===== config.mk =====
export PLATFORM = sky130hd
export DESIGN_NAME = bmrx_setting_search
export DESIGN_NICKNAME = d
export VERILOG_FILES = /design/src/rtl/bss_pkg.sv /design/src/rtl/bss_step_timer.sv /design/src/rtl/bss_dc_sar.sv /design/src/rtl/bss_gain_therm.sv /design/src/rtl/bmrx_setting_search.sv
export SDC_FILE = /design/constraint.sdc
export NUM_CORES = 1
export LEC_CHECK = 0
export ABC_AREA = 1
export BUFFER_PORTS_ARGS = -buffer_cell sky130_fd_sc_hd__buf_2
export CAP_MARGIN = 25
export CELL_PAD_IN_SITES_DETAIL_PLACEMENT = 0
export CELL_PAD_IN_SITES_GLOBAL_PLACEMENT = 1
export CORE_UTILIZATION = 41
export DETAILED_ROUTE_END_ITERATION = 7
export PLACE_DENSITY = 0.9
export SYNTH_ARGS = -nofsm -noshare
export SYNTH_HDL_FRONTEND = slang
export SYNTH_SLANG_ARGS = --single-unit

===== constraint.sdc =====
create_clock -name clk -period 2.3 [get_ports clk]
set_clock_uncertainty 0.15 [all_clocks]
set_input_delay 0.115 -clock clk [delete_from_list [all_inputs] [get_ports clk]]
set_output_delay 0.115 -clock clk [all_outputs]
set_load 0.01 [all_outputs]

===== src/rtl/bss_pkg.sv =====
package bss_pkg;
  typedef enum logic [2:0] {
    ST_IDLE   = 3'd0,
    ST_PULSE  = 3'd1,
    ST_INTEG  = 3'd2,
    ST_SAMPLE = 3'd3,
    ST_DONE   = 3'd4
  } step_e;

  localparam int MIN_INTEG = 2;
endpackage


===== src/rtl/bss_step_timer.sv =====
module bss_step_timer #(
  parameter int CNT_W   = 8,
  parameter int MIN_LEN = 2
) (
  input  logic             clk,
  input  logic             rst_n,
  input  logic             load,
  input  logic             run,
  input  logic [CNT_W-1:0] len,
  output logic             expire
);
  localparam logic [CNT_W-1:0] MIN_V = CNT_W'(MIN_LEN);

  function automatic logic [CNT_W-1:0] clamp_len(input logic [CNT_W-1:0] v);
    return (v < MIN_V) ? MIN_V : v;
  endfunction

  logic [CNT_W-1:0] cnt_q;

  always_ff @(posedge clk or negedge rst_n) begin
    if (!rst_n)                       cnt_q <= '0;
    else if (load)                    cnt_q <= clamp_len(len);
    else if (run && cnt_q != 'd1)     cnt_q <= cnt_q - 1'b1;
  end

  assign expire = run && (cnt_q == 'd1);
endmodule


===== src/rtl/bss_dc_sar.sv =====
module bss_dc_sar #(
  parameter int W = 8
) (
  input  logic         clk,
  input  logic         rst_n,
  input  logic         init,
  input  logic         step,
  input  logic         exceeds,
  output logic [W-1:0] code,
  output logic         last
);
  localparam int IDX_W = (W > 1) ? $clog2(W) : 1;
  localparam logic [IDX_W-1:0] TOP_IDX = IDX_W'(W - 1);

  function automatic logic [W-1:0] sar_next(input logic [W-1:0] c,
                                            input logic [IDX_W-1:0] idx,
                                            input logic over);
    logic [W-1:0] r;
    r = c;
    for (int b = 0; b < W; b++) begin
      if (IDX_W'(b) == idx && over) r[b] = 1'b0;
      if (idx != '0 && IDX_W'(b) == idx - 1'b1) r[b] = 1'b1;
    end
    return r;
  endfunction

  logic [W-1:0]     code_q;
  logic [IDX_W-1:0] idx_q;

  always_ff @(posedge clk or negedge rst_n) begin
    if (!rst_n) begin
      code_q <= '0;
      idx_q  <= '0;
    end else if (init) begin
      code_q <= {1'b1, {(W-1){1'b0}}};
      idx_q  <= TOP_IDX;
    end else if (step) begin
      code_q <= sar_next(code_q, idx_q, exceeds);
      if (idx_q != '0) idx_q <= idx_q - 1'b1;
    end
  end

  assign code = code_q;
  assign last = (idx_q == '0);
endmodule


===== src/rtl/bss_gain_therm.sv =====
module bss_gain_therm #(
  parameter int W = 5
) (
  input  logic         clk,
  input  logic         rst_n,
  input  logic         init,
  input  logic         grow,
  output logic [W-1:0] code,
  output logic         full
);
  function automatic logic [W-1:0] therm_grow(input logic [W-1:0] c);
    logic [W-1:0] r;
    r[0] = 1'b1;
    for (int b = 1; b < W; b++) r[b] = c[b-1];
    return r;
  endfunction

  logic [W-1:0] code_q;

  always_ff @(posedge clk or negedge rst_n) begin
    if (!rst_n)     code_q <= '0;
    else if (init)  code_q <= '0;
    else if (grow)  code_q <= therm_grow(code_q);
  end

  assign code = code_q;
  assign full = &code_q;
endmodule


===== src/rtl/bmrx_setting_search.sv =====
module bmrx_setting_search #(
  parameter int DC_BITS   = 8,
  parameter int GAIN_BITS = 5,
  parameter int CNT_W     = 8
) (
  input  logic                         clk,
  input  logic                         rst_n,
  input  logic                         burst_start,
  input  logic [CNT_W-1:0]             integ_len,
  input  logic                         dc_over,
  input  logic                         amp_high,
  output logic                         cmp_rst,
  output logic [DC_BITS+GAIN_BITS-1:0] setting,
  output logic                         loop_en,
  output logic                         loop_en_n,
  output logic                         done
);
  import bss_pkg::*;

  step_e state_q, state_d;
  logic  gain_phase;
  logic  step_sample;
  logic  search_active;
  logic  integ_expire;
  logic  sar_last, gain_full;
  logic  sar_step, gain_grow, gain_finish;
  logic  loop_q;
  logic [DC_BITS-1:0]   dc_code;
  logic [GAIN_BITS-1:0] gain_code;

  assign step_sample   = (state_q == ST_SAMPLE);
  assign search_active = (state_q == ST_PULSE) || (state_q == ST_INTEG) || step_sample;
  assign sar_step      = step_sample && !gain_phase && !burst_start;
  assign gain_finish   = step_sample && gain_phase && (amp_high || gain_full);
  assign gain_grow     = step_sample && gain_phase && !gain_finish && !burst_start;

  bss_step_timer #(.CNT_W(CNT_W), .MIN_LEN(MIN_INTEG)) timer_i (
    .clk    (clk),
    .rst_n  (rst_n),
    .load   (state_q == ST_PULSE),
    .run    (state_q == ST_INTEG),
    .len    (integ_len),
    .expire (integ_expire)
  );

  bss_dc_sar #(.W(DC_BITS)) sar_i (
    .clk     (clk),
    .rst_n   (rst_n),
    .init    (burst_start),
    .step    (sar_step),
    .exceeds (dc_over),
    .code    (dc_code),
    .last    (sar_last)
  );

  bss_gain_therm #(.W(GAIN_BITS)) gain_i (
    .clk   (clk),
    .rst_n (rst_n),
    .init  (burst_start),
    .grow  (gain_grow),
    .code  (gain_code),
    .full  (gain_full)
  );

  always_comb begin
    state_d = state_q;
    if (burst_start) begin
      state_d = ST_PULSE;
    end else begin
      unique case (state_q)
        ST_PULSE:  state_d = ST_INTEG;
        ST_INTEG:  if (integ_expire) state_d = ST_SAMPLE;
        ST_SAMPLE: state_d = gain_finish ? ST_DONE : ST_PULSE;
        default:   state_d = state_q;
      endcase
    end
  end

  always_ff @(posedge clk or negedge rst_n) begin
    if (!rst_n) begin
      state_q    <= ST_IDLE;
      gain_phase <= 1'b0;
      loop_q     <= 1'b0;
    end else begin
      state_q <= state_d;
      loop_q  <= (state_d == ST_DONE);
      if (burst_start)                   gain_phase <= 1'b0;
      else if (sar_step && sar_last)     gain_phase <= 1'b1;
    end
  end

  assign cmp_rst   = (state_q == ST_PULSE);
  assign done      = (state_q == ST_DONE);
  assign loop_en   = loop_q;
  assign loop_en_n = ~loop_q;
  assign setting   = {gain_code, dc_code};
endmodule


==> reports/metrics.yaml, run 1 <==
outcome: "finished with violations"
failed_checks: "negative hold slack"
cts_tree: "yes"
setup_slack_ns: 0.557
cts_buffers: 5
holdPathEnd: "gain_i.code[0]"
core-area_um2: 4090
dr.pass1.iters: 4
htree_num_levels: 2
cts_resized: 0
syn_area_um2: 1790
wl_um: 3730
grt_pass1_wl_um: 6330
p_total_mw: 1.93
fin_hold_ws_ns: -0.00187
reg2reg_to: "sar_i.idx_q[0]"
rows: 23
hold_viol_final: 1
post_cts_buffers: 0
drc: 0
finalSetupTns_ns: 0
cp-end-kind: "flop"
top_level_ports: 30
post-place-cells: 301
grt_max_degree: 30
cp.required_ns: 2.31
synth_seq_cells: 29
cp_max_fo: 8
rsz0062_at_grt: "false"
p_leak_nw: 1.05
start_kind: "flop"
final_cells: 313
vias_per_cell: 5.05
place_hpwl_um: 2690
fin_crit_sh_pct: 75.8
overflow: 0
gp_congestion: 0.825
clock_latency_ns: 0.27
synthCells: 227
fmax_mhz: 574
r2r_slack_ns: 0.56
max_cap_violations: 0
p_per_area_nw_per_um2: 918
synthDistinctLibCells: 30
grt_use_total_pct: 18.4
cts_buffer_depth: 2
tightest_slew_ns: 0.644
syn-num-nets: 247
clock-sinks: 29
cts_hold_buf: 5
period_needed_ns: 1.74
drtIter0Drc: 106
num-fill-cells: 417
area_delta_synth_final_pct: 17.6
hold_class: "input port to flop"
synth-warning-count: 0
antenna_found_initial: 0
clkTransAtPathRegs_ns: 0.06
ant_nets: 0
drive_above_1_share_pct: 20.5
start_util_pct: 43.7
setup_viol: 0
vias: 1581
fp.dieH_um: 68.0
diodes: 0
min_from: "burst_start"
grt_pass1_vias: 1423
relSlewSlack_pct: 57.1
synth_area_per_cell_um2: 7.87
dp_slack_ns: 0.559
arrival_ns: 1.75
portBuffers: 29
slew_viol_final: 0
dieWidth_um: 68.0
min_path_cells: 2
fin_nets: 283
wl_per_cell_um: 11.9
cts-root-buf: "clkbuf_8"
worstSetupPathType: "flop to flop"
worst-r2r-cell-count: 9
dieArea_um2: 4630
r2r-start: "sar_i.idx_q[0]"
vdd_drop_max_mv: 0.408
synth-seq-area-share_pct: 40.6
-- registers in the layout (all words and copies together) (netlist names) --
register / flops
state_q: 3
timer_i.cnt_q: 8
gain_phase: 1
sar_i.idx_q: 3
loop_en: 1
sar_i.code: 8
gain_i.code: 5
-- where the power goes --
part | internal, mW | switching, mW | leakage (nW)
logic | 0.303 | 0.444 | 0.633
registers | 0.643 | 0.124 | 0.371
clock network | 0.237 | 0.178 | 0.0443
total | 1.18 | 0.746 | 1.05
-- area by class of cell --
cell class	instances	area, um2	area share [%]
multi-input combinational	165	925	44.0
clock buffer	7	86.3	4.11
sequential	29	726	34.5
inverter	28	108	5.12
tap	50	62.6	2.98
timing repair buffer	34	195	9.29
-- layer usage --
metal | GRT usage [%] | part of all wire, % | up-vias
met5 | 0 | 0 | -
met4 | 7.55 | 1.3 | 0
met3 | 3.00 | 3.3 | 5
li1 | - | - | 810
met2 | 29.4 | 47 | 27
met1 | 24.7 | 49 | 739
-- cell usage after synthesis --
library cell | n | area [um2]
xor2_1 | 2 | 17.5
o21ai_1 | 10 | 50.1
nand2_4 | 1 | 11.3
inv_4 | 1 | 6.26
a31oi_1 | 1 | 6.26
o21bai_1 | 2 | 15.0
inv_2 | 4 | 15.0
nor3_1 | 1 | 5.00
nand3_4 | 2 | 35.0
o21ai_0 | 6 | 30.0
inv_1 | 23 | 86.3
xnor2_1 | 5 | 43.8
buf_2 | 2 | 10.0
o2bb2ai_1 | 1 | 8.76
dfrtp_1 | 29 | 726
nand3_2 | 1 | 10.0
a21oi_1 | 8 | 40.0
clkbuf_1 | 1 | 3.75
nand2_1 | 52 | 195
or2_2 | 1 | 6.26
nand3_1 | 33 | 165
nor2_1 | 19 | 71.3
buf_4 | 2 | 15.0
o21a_1 | 1 | 7.51
nand3b_4 | 1 | 20.0
ha_1 | 7 | 87.6
o22ai_1 | 3 | 18.8
o21ai_4 | 2 | 32.5
nor2_4 | 2 | 22.5
nand2_2 | 4 | 25.0
-- layout by cell type (no fill, tap or decap), types with 6 or more instances in the layout --
master	synthesis	final
a21oi_1	8	8
nor2_1	19	19
clkbuf_8	0	6
ha_1	7	7
dfrtp_1	29	29
nand2_1	52	52
nand3_1	33	33
buf_2	2	29
inv_1	23	23
o21ai_1	10	10
o21ai_0	6	6
-- worst max-delay path, cell delays in order (launching register included) --
cell	delay [ns]
dfrtp_1	0.40
inv_1	0.15
ha_1	0.23
inv_1	0.05
nor2_1	0.11
inv_1	0.13
nor2_1	0.19
nor2_4	0.08
o21ai_1	0.07
o21ai_1	0.07
-- logic make-up (layout without fill, tap and decap cells) --
kind of cell,after synthesis,count (layout),synth area share [%]
AO/OA/AOI/OAI,34,34,11.7
XOR/XNOR,7,7,3.43
adder cells (fa/ha/maj),7,7,4.90
buffers and inverters,33,69,7.63
flip-flops,29,29,40.6
AND/OR/NAND/NOR,117,117,31.7
-- worst max-delay path by stage --
stage	start	to	slack (ns)	depth (start not counted)
final	sar_i.idx_q[0]	sar_i.idx_q[0]	0.56	9
after global routing	sar_i.idx_q[0]	sar_i.idx_q[2]	0.33	9
after CTS	sar_i.idx_q[0]	sar_i.idx_q[2]	0.55	9
after detailed placement	sar_i.idx_q[0]	sar_i.idx_q[2]	0.56	9
after global placement	sar_i.idx_q[0]	sar_i.idx_q[0]	0.62	9
after floorplan	sar_i.idx_q[0]	sar_i.idx_q[0]	0.70	9
-- stage by stage --
stage	util (%)	instance area, um2
after global placement	48.1	1970
after detailed placement	48.1	1970
final	51.4	2100
after floorplan	-	1790
after global routing	51.4	2100
after CTS	51.4	2100
Power figures use the tool's default switching activity.
==> run 2: changes to the inputs <==
CORE_UTILIZATION = 37   (was 41)
PLACE_DENSITY = 0.86   (was 0.9)
clock period = 1.4 ns   (was 2.3 ns; I/O delays follow)
==> reports/metrics.yaml, run 2 (synthesis gave the netlist of run 1 again) <==
drc: 0
cp_max_fo: 5
crit_slowest_cell: "dfrtp_1"
p_per_area_nw_per_um2: 1500
grt_max_degree: 30
hold_class: "input port to flop"
fp.dieH_um: 71.5
relSlewSlack_pct: 74.4
cp-end-kind: "flop"
holdPathEnd: "sar_i.code[7]"
start_kind: "flop"
grt_pass1_wl_um: 7980
failed_checks: "negative setup slack"
use_met2_pct: 33.3
final_cells: 371
reg2reg_to: "timer_i.cnt_q[1]"
ant_nets: 0
outcome: "finished with violations"
cts_buffers: 5
hold_viol_final: 0
crit_chain: "inv_2 > ha_4 > nand2_1 > inv_1 > nand2_2 > o21ai_4 > buf_6 > nand3_1 > nand2_2"
fin_crit_sh_pct: 111
dr.pass1.iters: 4
cts-root-buf: "clkbuf_8"
met1_usage_pct: 24.8
final_common_cell: "buf_4"
core-area_um2: 4500
max_stage_delay_ns: 0.38
vias: 1852
overflow: 0
cp.required_ns: 1.47
htree_num_levels: 2
place_hpwl_um: 3030
r2r_slack_ns: -0.15
p_total_mw: 4.26
r2r-start: "timer_i.cnt_q[1]"
clock_latency_ns: 0.28
clock-sinks: 29
area_delta_synth_final_pct: 58.5
portBuffers: 29
vdd_drop_max_mv: 0.905
tightest_slew_ns: 0.384
setup_viol: 24
min_path_cells: 4
finalSetupTns_ns: -2.22
arrival_ns: 1.62
period_needed_ns: 1.55
drtIter0Drc: 110
rows: 24
rsz0062_at_grt: "true"
drive_above_1_share_pct: 47.6
antenna_found_initial: 0
post-place-cells: 335
globalRoute.busiestLayer: "met2"
dieWidth_um: 71.5
worstSetupPathType: "flop to flop"
grt_use_met3_pct: 4.08
min_from: "dc_over"
fmax_mhz: 645
crit_top_cell: "nand2_2"
wl_um: 4950
grt_use_total_pct: 20.1
top_level_ports: 30
vias_per_cell: 4.99
worst-r2r-cell-count: 9
start_util_pct: 39.7
wl_per_cell_um: 13.3
layout_common_cells: "43 x buf_4, 39 x nand2_1, 28 x dfrtp_1, 28 x buf_2, 24 x nand3_1"
worst-path-buf-inv: 3
cts_tree: "yes"
gp_congestion: 0.889
grt_pass1_vias: 1842
clkTransAtPathRegs_ns: 0.06
cts_buffer_depth: 2
diodes: 0
setup_slack_ns: -0.151
dieArea_um2: 5110
fin_nets: 338
cp_top_family: "flip-flops"
slew_viol_final: 0
max_cap_violations: 0
p_leak_nw: 1.37
-- run 2: changes by cell type in the layout (fill, tap and decap cells not counted), moves of 4 or more --
cell,previous run,this run
buf_4,0,43
buf_6,0,7
dlygate4sd3_1,5,10
ha_1,7,2
ha_4,0,4
inv_1,23,18
nand2_1,52,39
nand2_2,4,14
nand3_1,33,24
nand3_2,1,10
o21ai_0,6,1
-- run 2: worst reg2reg max path: stages, from the launching register on --
cell and delay [ns]:
dfrtp_1 0.38, inv_2 0.08, ha_4 0.11, nand2_1 0.04, inv_1 0.06, nand2_2 0.06, o21ai_4 0.28, buf_6 0.15
nand3_1 0.10, nand2_2 0.08
-- run 2: layer usage --
metal	part of all wire, %	vias to the layer above
met1	43	870
met2	50	51
met5	0	-
met4	3.3	0
met3	3.7	15
li1	-	916
-- run 2: worst max-delay path by stage --
stage / from / end / slack (ns) / depth (start not counted)
final: timer_i.cnt_q[1] / timer_i.cnt_q[1] / -0.15 / 9
after global routing: timer_i.cnt_q[1] / timer_i.cnt_q[7] / -0.23 / 7
after CTS: timer_i.cnt_q[1] / timer_i.cnt_q[1] / -0.1 / 9
after detailed placement: timer_i.cnt_q[1] / timer_i.cnt_q[2] / -0.13 / 9
after global placement: timer_i.cnt_q[1] / timer_i.cnt_q[1] / -0.07 / 9
after floorplan: timer_i.cnt_q[1] / timer_i.cnt_q[0] / -0.03 / 9
-- run 2: cell type report --
class                   count  area, um2
clock inverters             1       5.00
well taps                  52       65.1
flip-flops and latches     29        727
clock buffers               7       96.3
multi-input cells         165       1160
repair buffers             89        662
inverters                  28        113
fillers                   371       1670
-- run 2: power breakdown --
group | switching, mW | internal, mW | leakage [nW]
registers | 0.173 | 1.06 | 0.370
logic | 1.15 | 1.11 | 0.944
clock network | 0.327 | 0.444 | 0.0542
total | 1.65 | 2.61 | 1.37
-- run 2: repair_timing --
item,CTS,global route
cloned,0,0
endpoints found under the hold margin,38,0
hold buffers,10,0
buffers inserted,8,10
resized for setup,17,43
endpoints found under the setup margin,18,26
pin swaps,11,25
-- run 2: per-stage QoR --
stage | cell area, um2 | setup slack [ns] | hold slack, ns | util (%)
floorplan | 1830 | -0.0332 | -0.376 | -
global placement | 2270 | -0.0732 | -0.0509 | 50.4
global route | 2830 | -0.231 | 0.0757 | 62.9
CTS | 2610 | -0.0962 | 0.0389 | 57.9
detailed placement | 2270 | -0.132 | -0.0474 | 50.4
finish | 2830 | -0.151 | 0.0364 | 62.9
==> run 3: changes to the inputs <==
PLACE_DENSITY = 0.87   (was 0.86)
SYNTH_HIERARCHICAL = 1   (was default)
==> reports/metrics.yaml, run 3 <==
max_cap_violations: 0
max_stage_delay_ns: 0.45
hold_viol_final: 0
crit_chain: "buf_4 > inv_2 > nand2_2 > nor2_4 > buf_6 > buf_6"
clock_latency_ns: 0.28
synthDistinctLibCells: 30
rsz0062_at_grt: "true"
layout_common_cells: "62 x nand2_1, 29 x buf_2, 29 x buf_4"
dr.pass1.iters: 4
top_level_ports: 30
fin_nets: 343
crit_top_cell: "buf_6"
cp_max_fo: 5
setup_viol: 26
cts_buffers: 5
wl_per_cell_um: 12.0
final_cells: 391
fp.dieH_um: 72.3
relSlewSlack_pct: 62.8
ant_nets: 0
grt_pass1_vias: 1689
start_util_pct: 38.7
synthFlopType: "dfrtp_1"
vdd_drop_max_mv: 0.695
placed_area_um2: 2280
cts_tree: "yes"
diodes: 0
portBuffers: 29
fin_hold_ws_ns: 0.00382
period_needed_ns: 1.60
arrival_ns: 1.38
synth_most_common_cell: "nand2_1"
cts-root-buf: "clkbuf_8"
worst-path-buf-inv: 4
synth_top_family_by_area: "simple AND/OR/NAND/NOR gates"
p_per_area_nw_per_um2: 1120
fmax_mhz: 626
p_leak_nw: 1.36
setup_slack_ns: -0.197
synth_area_per_cell_um2: 7.59
vias: 1875
synthMuxAreaShare_pct: 0
grt_pass1_wl_um: 7720
multi_input_area_um2: 1130
yosys.area.top_type_share_pct: 39.7
dieWidth_um: 72.3
synth-adder-area-share_pct: 4.79
hold_class: "input port to flop"
dieArea_um2: 5230
grt_use_total_pct: 19.2
fin_area_um2: 2780
htree_num_levels: 2
syn-num-nets: 261
synth_xor_area_share_pct: 0.479
drive_above_1_share_pct: 45.7
async_flop_share_pct: 100
tightest_slew_ns: 0.558
start_kind: "flop"
synth_edf_count: 0
grt_max_degree: 30
area_delta_synth_final_pct: 52.1
place_hpwl_um: 2950
yosysTopAreaCell: "dfrtp_1"
synth-seq-area-share_pct: 39.7
clkTransAtPathRegs_ns: 0.06
post-place-cells: 361
cp_top_family: "flip-flops"
cp.required_ns: 1.18
synth_common_cells: "73 x nand2_1, 29 x dfrtp_1, 27 x nand3_1, 24 x inv_1, 16 x nor2_1"
synth_simple_gate_area_share_pct: 38.7
wl_um: 4680
vias_per_cell: 4.80
overflow: 0
crit_slowest_cell: "dfrtp_2"
final_common_cell: "nand2_1"
antenna_found_initial: 0
slew_viol_final: 0
syn_area_um2: 1830
synth.area.top_cells: "dfrtp_1 40%, nand2_1 15%, nand3_1 7.4%"
cp-end-kind: "output pin"
gp_congestion: 0.882
drtIter0Drc: 155
num-fill-cells: 388
register_area_um2: 727
clock-sinks: 29
worstSetupPathType: "flop to output pin"
synthCells: 241
cts_buffer_depth: 2
synth-warning-count: 6
rows: 25
drc: 0
fin_crit_sh_pct: 114
finalSetupTns_ns: -2.91
synth_seq_cells: 29
failed_checks: "negative setup slack"
core-area_um2: 4720
synth_compound_area_share_pct: 8.35
outcome: "finished with violations"
==> run 3: kinds of logic after synthesis <==
| kind of cell | after synthesis |
|---|---|
| compound gates | 25 |
| xor+xnor | 1 |
| fa+ha+maj | 7 |
| buf+inv | 32 |
| flops | 29 |
| simple gates | 147 |
==> run 3: per-stage QoR <==
| stage | util (%) | total power, mW | worst slack (ns) |
|---|---|---|---|
| after detailed placement | 48.2 | 2.13 | -0.164 |
| after floorplan | - | 1.72 | -0.0815 |
| after CTS | 56.0 | 3.05 | -0.145 |
| final | 58.9 | 3.11 | -0.197 |
| after global placement | 48.2 | 2.12 | -0.114 |
| after global routing | 58.9 | 3.32 | -0.284 |
==> run 3: cell type report <==
cell class	count	area share (%)
Multi-Input combinational cell	180	40.5
Timing Repair Buffer	79	22.1
Clock buffer	7	3.47
Inverter	28	4.50
Sequential cell	29	26.1
Tap cell	67	3.02
Clock inverter	1	0.180
==> run 3: tightest hold or removal path, cell delays in order <==
cell and delay [ns]:
buf_2 0.16, nand3_2 0.09, nand3_2 0.05, nand2_1 0.05
==> run 3: path summary, 6_finish.rpt <==
kind,startpoint,end,slack (ns),depth (start not counted)
max reg2reg,state_q[2],timer_i/cnt_q[0],-0.18,8
min in group asynchronous,rst_n,sar_i/code[2],0.11,3
min reg2reg,sar_i/code[5],sar_i/code[5],0.34,2
max,state_q[2],cmp_rst,-0.20,6
max in group asynchronous,rst_n,state_q[2],0.82,3
min,dc_over,sar_i/code[2],0.004,4
==> run 3: per-layer routing <==
layer	share of wire (%)	wire length, um	GRT usage (%)	vias to the layer above
li1	-	-	-	936
met1	45	2100	25.9	886
met2	48	2260	30.6	43
met3	4.8	223	4.72	10
met4	2.1	99	5.88	0
met5	0	0	0	-
==> run 3: power breakdown <==
group	switching (mW)	internal (mW)
Sequential	0.104	0.951
Clock	0.335	0.444
Combinational	0.692	0.583
Total	1.13	1.98
==> run 3: what timing repair did <==
action,in CTS,in global routing
endpoints found under the hold margin,39,0
gates cloned,1,1
buffers inserted,5,10
hold buffers,8,0
gates resized for setup,36,29
pin swaps,16,21
setup endpoints to repair,26,29
